==> config.mk <==
export PLATFORM = sky130hd
export DESIGN_NAME = vid_region_avg
export DESIGN_NICKNAME = d
export VERILOG_FILES = /design/src/rtl/vra_pkg.sv /design/src/rtl/vra_pos_counter.sv /design/src/rtl/vra_region_acc.sv /design/src/rtl/vid_region_avg.sv
export SDC_FILE = /design/constraint.sdc
export NUM_CORES = 1
export LEC_CHECK = 0
export ABC_AREA = 1
export BUFFER_PORTS_ARGS = -buffer_cell sky130_fd_sc_hd__buf_2
export CAP_MARGIN = 30
export CORE_MARGIN = 3
export CORE_UTILIZATION = 30
export DETAILED_ROUTE_END_ITERATION = 12
export GPL_ROUTABILITY_DRIVEN = 0
export SLEW_MARGIN = 40
export SYNTH_ARGS = -nofsm -noshare
export SYNTH_HDL_FRONTEND = slang
export SYNTH_SLANG_ARGS = --single-unit
==> constraint.sdc <==
create_clock -name clk -period 7.6 [get_ports clk]
set_input_delay 0 -clock clk [delete_from_list [all_inputs] [get_ports clk]]
set_output_delay 0 -clock clk [all_outputs]
set_load 0.03 [all_outputs]
==> src/rtl/vra_pkg.sv <==
package vra_pkg;
   localparam int CH_W   = 8;
   localparam int NUM_CH = 3;
   localparam int PIX_W  = CH_W * NUM_CH;
   localparam int LOG2_W = 4;

   typedef logic [CH_W-1:0] chan_t;

   // channel c of a packed pixel: 0 = blue, 1 = green, 2 = red
   function automatic chan_t pick_chan(input logic [PIX_W-1:0] pix, input int c);
      return pix[c*CH_W +: CH_W];
   endfunction
endpackage

==> src/rtl/vra_pos_counter.sv <==
module vra_pos_counter #(
   parameter int X_W = 11,
   parameter int Y_W = 10
) (
   input  logic           clk,
   input  logic           rst_n,
   input  logic           adv,
   input  logic           row_end,
   input  logic           frm_end,
   output logic [X_W-1:0] col,
   output logic [Y_W-1:0] row
);
   always_ff @(posedge clk) begin
      if (!rst_n) begin
         col <= '0;
         row <= '0;
      end else if (adv) begin
         if (frm_end) begin
            col <= '0;
            row <= '0;
         end else if (row_end) begin
            col <= '0;
            row <= row + 1'b1;
         end else begin
            col <= col + 1'b1;
         end
      end
   end
endmodule

==> src/rtl/vra_region_acc.sv <==
module vra_region_acc
   import vra_pkg::*;
#(
   parameter int X_W  = 11,
   parameter int Y_W  = 10,
   parameter int X0   = 0,
   parameter int Y0   = 0,
   parameter int LOG2 = 3
) (
   input  logic             clk,
   input  logic             rst_n,
   input  logic             adv,
   input  logic             frm_end,
   input  logic [X_W-1:0]   col,
   input  logic [Y_W-1:0]   row,
   input  logic [PIX_W-1:0] pix,
   output logic [PIX_W-1:0] mean
);
   localparam int SIDE  = 1 << LOG2;
   localparam int SHIFT = 2 * LOG2;
   localparam int ACC_W = CH_W + SHIFT;
   localparam logic [X_W:0] XLO = (X_W+1)'(X0);
   localparam logic [X_W:0] XHI = (X_W+1)'(X0 + SIDE);
   localparam logic [Y_W:0] YLO = (Y_W+1)'(Y0);
   localparam logic [Y_W:0] YHI = (Y_W+1)'(Y0 + SIDE);

   logic hit;
   assign hit = ({1'b0, col} >= XLO) && ({1'b0, col} < XHI) &&
                ({1'b0, row} >= YLO) && ({1'b0, row} < YHI);

   for (genvar c = 0; c < NUM_CH; c++) begin : g_ch
      logic [ACC_W-1:0] acc;
      logic [ACC_W-1:0] sum_nx;
      logic [CH_W-1:0]  avg_nx;
      logic [CH_W-1:0]  avg_q;

      assign sum_nx = acc + (hit ? ACC_W'(pick_chan(pix, c)) : '0);

      if (SHIFT == 0) begin : g_noshift
         assign avg_nx = sum_nx;
      end else begin : g_shift
         logic [ACC_W-1:0] shifted;
         assign shifted = sum_nx >> SHIFT;
         assign avg_nx  = shifted[CH_W-1:0];
      end

      always_ff @(posedge clk) begin
         if (!rst_n) begin
            acc   <= '0;
            avg_q <= '0;
         end else if (adv) begin
            if (frm_end) begin
               avg_q <= avg_nx;
               acc   <= '0;
            end else begin
               acc   <= sum_nx;
            end
         end
      end

      assign mean[c*CH_W +: CH_W] = avg_q;
   end
endmodule

==> src/rtl/vid_region_avg.sv <==
module vid_region_avg
   import vra_pkg::*;
#(
   parameter int NUM_REG = 4,
   parameter int X_W     = 11,
   parameter int Y_W     = 10,
   parameter logic [NUM_REG*X_W-1:0]    REG_X0   = {11'd1216, 11'd0, 11'd1216, 11'd0},
   parameter logic [NUM_REG*Y_W-1:0]    REG_Y0   = {10'd656, 10'd656, 10'd0, 10'd0},
   parameter logic [NUM_REG*LOG2_W-1:0] REG_LOG2 = {4'd6, 4'd6, 4'd6, 4'd6}
) (
   input  logic                     clk,
   input  logic                     rst_n,
   input  logic                     pix_valid,
   input  logic [PIX_W-1:0]         pix_rgb,
   input  logic                     eol,
   input  logic                     eof,
   output logic [NUM_REG*PIX_W-1:0] avg_rgb,
   output logic                     frame_done
);
   localparam int MAX_LOG2 = 11;

   if (NUM_REG < 1) begin : g_bad_num
      $error("vid_region_avg: NUM_REG must be at least 1");
   end
   if (X_W < 1 || Y_W < 1) begin : g_bad_w
      $error("vid_region_avg: coordinate widths must be positive");
   end

   logic [X_W-1:0] pos_x;
   logic [Y_W-1:0] pos_y;

   vra_pos_counter #(.X_W(X_W), .Y_W(Y_W)) u_pos (
      .clk     (clk),
      .rst_n   (rst_n),
      .adv     (pix_valid),
      .row_end (eol),
      .frm_end (eof),
      .col     (pos_x),
      .row     (pos_y)
   );

   for (genvar i = 0; i < NUM_REG; i++) begin : g_reg
      localparam int RX0 = int'(REG_X0[i*X_W +: X_W]);
      localparam int RY0 = int'(REG_Y0[i*Y_W +: Y_W]);
      localparam int RL  = int'(REG_LOG2[i*LOG2_W +: LOG2_W]);

      if (RL > MAX_LOG2) begin : g_bad_l
         $error("vid_region_avg: region side exponent too large");
      end
      if (RX0 + (1 << RL) > (1 << X_W) || RY0 + (1 << RL) > (1 << Y_W)) begin : g_bad_fit
         $error("vid_region_avg: region window exceeds coordinate range");
      end

      vra_region_acc #(
         .X_W (X_W), .Y_W (Y_W), .X0 (RX0), .Y0 (RY0), .LOG2 (RL)
      ) u_acc (
         .clk     (clk),
         .rst_n   (rst_n),
         .adv     (pix_valid),
         .frm_end (eof),
         .col     (pos_x),
         .row     (pos_y),
         .pix     (pix_rgb),
         .mean    (avg_rgb[i*PIX_W +: PIX_W])
      );
   end

   always_ff @(posedge clk) begin
      if (!rst_n) frame_done <= 1'b0;
      else        frame_done <= pix_valid && eof;
   end
endmodule

==> flow_metrics.tcl, run 1 <==
set metrics [dict create \
    status "finished clean" \
    design.final.nets 3702 \
    placeableCoreArea_sq_mm 0.07064 \
    routed_wirelength_um 62730 \
    cts.clk_slew.worst_paths_ns 0.06 \
    htreeDepth 2 \
    syn_area_per_cell_sq_um 6.209 \
    post_dp_cell_area_sq_mm 0.02308 \
    synth_edf_count 0 \
    post-synth-top-area-cell "sky130_fd_sc_hd__dfxtp_1" \
    ff_latch_count_synth 358 \
    floorplan.die.width_um 274.2 \
    cap_violations 0 \
    number_of_placed_i_o_pins 126 \
    cts_tree "built" \
    pwr_density_cell_mw_per_mm2 177.7 \
    worst_clock_skew_ns 0.01655 \
    cts_made_buffers 45 \
    ctsRootBufferMaster "sky130_fd_sc_hd__clkbuf_16" \
    global_route.usage.total_pct 16.46 \
    power_mw 4.389 \
    number_of_antenna_violations_at_the_first_check_in_global_routing 2 \
    critical_path_required_ns 8.09 \
    grt_overflow 0 \
    syn-cell-area_sq_mm 0.02158 \
    min_path_cells 5 \
    endpoint_kind "register" \
    startpoint_type_of_the_worst_setup_path "register" \
    clk_path_buf_depth 3 \
    post-cts-setup-buffer-count 0 \
    yosys-top-cells-area "sky130_fd_sc_hd__dfxtp_1, sky130_fd_sc_hd__nand2_1, sky130_fd_sc_hd__nand3_1" \
    final_hold_viol_count 0 \
    grt_max_degree 73 \
    drtIter0Drc 1591 \
    synthesis.instances 3475 \
    initial_utilization_pct 30.55 \
    grt_setup_unrepaired "no" \
    routed-via-count 21700 \
    nFillCells 7787 \
    min_period_ns 3.304 \
    layout-drive-gt1-share_pct 7.006 \
    ctsHoldBuffers 4 \
    worst_path_most_repeated_cell "sky130_fd_sc_hd__inv_1" \
    cts.repair.resized 0 \
    post_layout_instance_area_sq_mm 0.02470 \
    period_share_pct 43.47 \
    drtPass1Iterations 5 \
    synth_fp_nets 3615 \
    placementRows 97 \
    clock-sinks 358 \
    setup.reg_to_reg.worst_slack_ns 4.30 \
    grt_first_pass_wirelength_um 101700 \
    die-area_sq_mm 0.07517 \
    worstHoldPathType "in2reg" \
    total_count_of_max_transition_violations_in_the_final_report 0 \
    synth_top_area_share_pct 33.22 \
    max_slew_margin_pct 44.26 \
    vias_per_cell 4.783 \
    cp_slowest_cell "sky130_fd_sc_hd__inv_1" \
    synth_sequential_area_ratio_pct 33.22 \
    drt_drc_violations_left 0 \
    ff2ff_path_depth 18 \
    crit_arrival_ns 3.80 \
    port_buffers 125 \
    tightest_slew_ns 0.8360 \
    clock_insertion_delay_worst_skew_ns 0.58 \
    finalSetupTns_ns 0 \
    cp_slowest_stage_delay_ns 0.40 \
    die_h_um 274.2 \
    worst_ir_drop_vdd_v 0.0001494 \
    placed_cells_incl_taps 4451 \
    static-leakage-power_nw 11.59 \
    crit_chain "inv_1 -> nor4_1 -> inv_1 -> nor2_1 -> inv_1 -> nor2_1 -> ha_1 -> inv_1 -> fa_1 -> inv_1 -> nand3_1 -> nand3_1 -> nand2_1 -> nand2_1 -> nand2_1 -> nand2_1 -> nand3_1 -> a21oi_1" \
    ys_warn_count 0 \
    final_cell_count_no_fill 4537 \
    asyncSetResetFlopFracSynth_pct 0 \
    detailed_place_hpwl_um 44000 \
    antennaDiodeCount 0 \
    drtAntennaViolNets 0 \
    synth.most_common_cell "sky130_fd_sc_hd__nand2_1" \
    yosysUniqueCellTypes 36 \
    timing.fmax_mhz 302.7 \
    report.final.setup_viol 0 \
    worst-setup-path-type "reg2reg" \
    synth.cells.most_frequent "sky130_fd_sc_hd__nand2_1, sky130_fd_sc_hd__nand3_1, sky130_fd_sc_hd__inv_1, sky130_fd_sc_hd__dfxtp_1, sky130_fd_sc_hd__a21oi_1" \
    vias_in_the_first_global_route 19829 \
    area_growth_pct 14.47 \
    detail_route.wl_per_cell_um 13.83 \
    worstPathMaxFanout 24 \
    postSynth.topFlopCell "sky130_fd_sc_hd__dfxtp_1" \
]
## state kept, by name (all words and copies together), names as in the netlist
name                count
g.u_acc.g_ch.acc      240
g.u_acc.g_ch.avg_q     96
frame_done              1
u_pos.col              11
u_pos.row              10
## worst max-delay path, delay by kind of cell, from the launching register on
family                   cells  cell delay, ns
flip-flops                   1            0.35
AO/OA/AOI/OAI                1            0.15
adder cells (fa/ha/maj)      2            0.59
AND/OR/NAND/NOR             10            1.38
buffers and inverters        5            0.75
## cell families (layout without fill, tap and decap cells)
| kind of cell | count (synthesis) | after routing | synth area share (%) |
|---|---|---|---|
| AOI/OAI and AO/OA | 445 | 445 | 11.02 |
| xor gates and xnor gates | 1 | 1 | 0.04060 |
| adders and majority gates | 111 | 111 | 6.855 |
| buffers and inverters | 500 | 622 | 8.902 |
| DFF | 358 | 358 | 33.22 |
| and+or+nand+nor | 2060 | 2060 | 39.97 |
## metal layers
layer | vias up | routed length, um | GRT usage [%]
met4 | 0 | 956 | 3.423
met3 | 66 | 3354 | 2.599
li1 | 11385 | - | -
met1 | 9861 | 30190 | 22.68
met5 | - | 0 | 0
met2 | 388 | 28220 | 27.14
## stage by stage
stage | util, % | worst slack (ns) | hold slack, ns
after global routing | 34.96 | 3.794 | 0.1219
final | 34.96 | 4.296 | 0.1136
after detailed placement | 32.67 | 4.285 | 0.3285
after floorplan | - | 5.034 | 0.1384
after global placement | 32.67 | 4.325 | 0.3215
after CTS | 34.95 | 4.286 | 0.06409
## worst paths after layout
kind | startpoint | to
worst max-delay path | u_pos.col[10] | g_reg[1].u_acc.g_ch[2].acc[16]
worst min register to register | g_reg[1].u_acc.g_ch[1].avg_q[5] | g_reg[1].u_acc.g_ch[1].avg_q[5]
worst max register to register | u_pos.col[10] | g_reg[1].u_acc.g_ch[2].acc[16]
worst min-delay path | eof | u_pos.row[2]
## cells in the final DEF, fill, tap and decap left out, types with 3 or more instances in the layout
cell type,synthesis,routed
sky130_fd_sc_hd__and2_1,12,12
sky130_fd_sc_hd__nor3b_1,3,3
sky130_fd_sc_hd__clkinv_2,0,7
sky130_fd_sc_hd__or2_2,25,25
sky130_fd_sc_hd__nor2_1,271,271
sky130_fd_sc_hd__nand3b_1,5,5
sky130_fd_sc_hd__clkbuf_8,0,14
sky130_fd_sc_hd__dfxtp_1,358,358
sky130_fd_sc_hd__ha_1,99,99
sky130_fd_sc_hd__nand4_1,12,12
sky130_fd_sc_hd__bufinv_16,0,4
sky130_fd_sc_hd__o21ai_1,46,46
sky130_fd_sc_hd__inv_6,0,3
sky130_fd_sc_hd__a2bb2oi_1,8,8
sky130_fd_sc_hd__or2_0,5,5
sky130_fd_sc_hd__clkbuf_1,55,7
sky130_fd_sc_hd__a21boi_0,11,11
sky130_fd_sc_hd__a21oi_1,310,310
sky130_fd_sc_hd__buf_4,1,13
sky130_fd_sc_hd__buf_2,32,125
sky130_fd_sc_hd__and3_1,7,7
sky130_fd_sc_hd__dlygate4sd3_1,0,4
sky130_fd_sc_hd__nor3_1,58,58
sky130_fd_sc_hd__nand2_1,1168,1167
sky130_fd_sc_hd__fa_1,12,12
sky130_fd_sc_hd__a21o_1,26,26
sky130_fd_sc_hd__inv_1,390,390
sky130_fd_sc_hd__inv_2,6,3
sky130_fd_sc_hd__o21ai_0,33,33
sky130_fd_sc_hd__o21a_1,7,7
sky130_fd_sc_hd__clkbuf_16,0,47
sky130_fd_sc_hd__nand3_1,487,487
## cell type report
type                       count  area [sq um]  share of cell area [%]
multi-input combinational   2617         12500                   50.60
timing repair buffer         144         785.8                   3.182
sequential                   358          7167                   29.02
tap                          940          1176                   4.762
clock inverter                14         178.9                  0.7245
inverter                     396          1499                   6.069
clock buffer                  68          1395                   5.649
## where the power goes
part / total (mW) / switching, mW / internal, mW
registers: 1.89 / 0.00520 / 1.89
clock network: 2.26 / 0.866 / 1.40
logic: 0.234 / 0.181 / 0.0529
No activity file was read; power rests on OpenSTA's default activity.
==> run 2, diff against run 1 <==
Clock period 7.6 ns to 3.32 ns, I/O delays scaled along.
==> run 2 against run 1 <==
Compared with the run above: global-route usage grew 0.059 points; clock-buffer cell count shrank 9; combinational power grew 130%; clock power grew 130%; critical path depth is the same; non-clock buffer count grew 3; hold slack lost 0.063 ns; largest cell class unchanged; largest power group unchanged.
==> flow_metrics.tcl, run 2 (synthesis results as in run 1) <==
set metrics [dict create \
    floorplan.die.width_um 274.2 \
    min_period_ns 2.979 \
    grt_setup_unrepaired "no" \
    largest_regs "g.u_acc.g_ch.acc (240), g.u_acc.g_ch.avg_q (96), u_pos.col (11)" \
    number_of_placed_i_o_pins 126 \
    clk_path_buf_depth 3 \
    cap_violations 0 \
    regMostFlops "g.u_acc.g_ch.acc" \
    global_route.usage.total_pct 16.52 \
    routed_wirelength_um 62790 \
    area_growth_pct 14.73 \
    ctsRootBufferMaster "sky130_fd_sc_hd__clkbuf_16" \
    power_frac_seq_pct 43.4 \
    endpoint_kind "register" \
    crit_chain "nand2_1 -> inv_1 -> o21ai_0 -> a21o_1 -> nand3b_1 -> buf_12 -> nor2_1 -> ha_1 -> inv_1 -> fa_1 -> inv_1 -> nand3_1 -> nand3_1 -> nand2_1 -> nand2_1 -> nand2_1 -> or2_2 -> a21oi_1" \
    drtAntennaViolNets 0 \
    worstHoldPathType "in2reg" \
    mostFrequentLayoutCell "sky130_fd_sc_hd__nand2_1" \
    detail_route.wl_per_cell_um 13.84 \
    cp_slowest_stage_delay_ns 0.35 \
    grt_first_pass_wirelength_um 101900 \
    cts_tree "built" \
    grt_max_degree 142 \
    power_mw 9.976 \
    startpoint_type_of_the_worst_setup_path "register" \
    pwr-share-clk_pct 51.2 \
    p_sw_mw 2.360 \
    crit_buf_inv 4 \
    tightest_slew_ns 0.8448 \
    port_buffers 125 \
    worst_clock_skew_ns 0.01840 \
    pwr_density_cell_mw_per_mm2 403.0 \
    max_slew_margin_pct 43.68 \
    worst_ir_drop_vdd_v 0.0003986 \
    critical_path_required_ns 3.82 \
    vias_per_cell 4.743 \
    final_core_utilization_pct 35.04 \
    total_count_of_max_transition_violations_in_the_final_report 0 \
    timing.fmax_mhz 335.7 \
    htreeDepth 2 \
    placeableCoreArea_sq_mm 0.07064 \
    layout-drive-gt1-share_pct 6.978 \
    switching_fraction_of_total_power_pct 23.66 \
    drtIter0Drc 1447 \
    report.final.setup_viol 0 \
    grt_overflow 0 \
    vias_in_the_first_global_route 19810 \
    multi_input_area_sq_mm 0.01250 \
    post-cts-setup-buffer-count 0 \
    final_cell_mix "sky130_fd_sc_hd__nand2_1, sky130_fd_sc_hd__nand3_1, sky130_fd_sc_hd__inv_1" \
    crit_arrival_ns 3.47 \
    placementRows 97 \
    cts_made_buffers 44 \
    comb_power_share_pct 5.5 \
    detailed_place_hpwl_um 43580 \
    number_of_antenna_violations_at_the_first_check_in_global_routing 2 \
    p_int_mw 7.616 \
    cp_slowest_cell "sky130_fd_sc_hd__fa_1" \
    die_h_um 274.2 \
    final_hold_viol_count 0 \
    status "finished clean" \
    clock-sinks 358 \
    clock_insertion_delay_worst_skew_ns 0.57 \
    cts.clk_slew.worst_paths_ns 0.06 \
    antennaDiodeCount 0 \
    drtPass1Iterations 5 \
    drt_drc_violations_left 0 \
    finalSetupTns_ns 0 \
    worstPathMaxFanout 24 \
    cpLargestDelayFamily "simple AND/OR/NAND/NOR gates" \
    design.final.nets 3704 \
    worst-setup-path-type "reg2reg" \
    largest_reg_flops 240 \
    worst_path_most_repeated_cell "sky130_fd_sc_hd__nand2_1" \
    period_share_pct 89.73 \
    static-leakage-power_nw 11.60 \
    nFillCells 7714 \
    die-area_sq_mm 0.07517 \
    initial_utilization_pct 30.55 \
    routed-via-count 21520 \
    sequential_area_sq_mm 0.007167 \
]
-- run 2: changes by cell type in the layout (fill, tap and decap cells not counted), moves of 2 or more --
cell                        before  now
sky130_fd_sc_hd__buf_12          0    6
sky130_fd_sc_hd__buf_6           2    0
sky130_fd_sc_hd__bufinv_16       4    8
sky130_fd_sc_hd__clkbuf_1        7   11
sky130_fd_sc_hd__clkbuf_16      47   45
sky130_fd_sc_hd__clkbuf_8       14    3
sky130_fd_sc_hd__clkinv_2        7    9
-- run 2: worst paths after layout --
| check | start | endpoint | slack, ns | cells after the start |
|---|---|---|---|---|
| setup / recovery | u_pos.row[7] | g_reg[2].u_acc.g_ch[1].acc[8] | 0.34 | 18 |
| hold / removal | pix_valid | u_pos.col[1] | 0.05 | 5 |
| setup reg to reg | u_pos.row[7] | g_reg[2].u_acc.g_ch[1].acc[8] | 0.34 | 18 |
| hold reg to reg | g_reg[3].u_acc.g_ch[0].avg_q[5] | g_reg[3].u_acc.g_ch[0].avg_q[5] | 0.45 | 2 |
-- run 2: worst reg2reg max path: stages (launching register included) --
cell	delay, ns
sky130_fd_sc_hd__dfxtp_1	0.33
sky130_fd_sc_hd__nand2_1	0.07
sky130_fd_sc_hd__inv_1	0.06
sky130_fd_sc_hd__o21ai_0	0.21
sky130_fd_sc_hd__a21o_1	0.13
sky130_fd_sc_hd__nand3b_1	0.12
sky130_fd_sc_hd__buf_12	0.19
sky130_fd_sc_hd__nor2_1	0.10
sky130_fd_sc_hd__ha_1	0.23
sky130_fd_sc_hd__inv_1	0.07
sky130_fd_sc_hd__fa_1	0.35
sky130_fd_sc_hd__inv_1	0.13
sky130_fd_sc_hd__nand3_1	0.09
sky130_fd_sc_hd__nand3_1	0.11
sky130_fd_sc_hd__nand2_1	0.06
sky130_fd_sc_hd__nand2_1	0.17
sky130_fd_sc_hd__nand2_1	0.09
sky130_fd_sc_hd__or2_2	0.30
sky130_fd_sc_hd__a21oi_1	0.12
-- run 2: area by class of cell --
| cell class | instances | share of cell area, % |
|---|---|---|
| Clock buffer | 59 | 4.883 |
| Clock inverter | 20 | 1.243 |
| Inverter | 396 | 6.055 |
| Multi-Input combinational cell | 2617 | 50.51 |
| Sequential cell | 358 | 28.95 |
| Tap cell | 940 | 4.751 |
| Timing Repair Buffer | 147 | 3.609 |
-- run 2: power groups by stage --
stage	Combinational, mW	Sequential, mW	Clock [mW]
floorplan	0.343	4.42	0
global placement	0.540	4.42	0
detailed placement	0.547	4.42	0
CTS	0.551	4.33	5.25
global route	0.601	4.33	5.42
finish	0.544	4.33	5.11
-- run 2: what timing repair did --
action,CTS,global route
endpoints found under the setup margin,0,22
resized for setup,0,2
hold buffers,3,0
endpoints found under the hold margin,6,0
-- run 2: layer usage --
| layer | GRT usage, % | vias to the layer above | wire (um) |
|---|---|---|---|
| met5 | 0 | - | 7 |
| met4 | 4.582 | 2 | 1349 |
| met3 | 2.713 | 79 | 3541 |
| met2 | 26.72 | 410 | 27540 |
| met1 | 22.67 | 9630 | 30350 |
| li1 | - | 11399 | - |
-- run 2: metrics by stage --
| step | cell area (sq um) | hold WS [ns] | std cells | worst slack [ns] |
|---|---|---|---|---|
| 2_1_floorplan | 21580 | 0.1384 | 3475 | 0.7544 |
| 3_3_place_gp | 23170 | 0.3131 | 4454 | 0.3525 |
| 3_5_place_dp | 23200 | 0.3239 | 4455 | 0.2284 |
| 4_1_cts | 24750 | 0.04839 | 4537 | 0.2209 |
| 5_1_grt | 24750 | 0.07780 | 4537 | 0.02709 |
| 6_report | 24750 | 0.05046 | 4537 | 0.3411 |
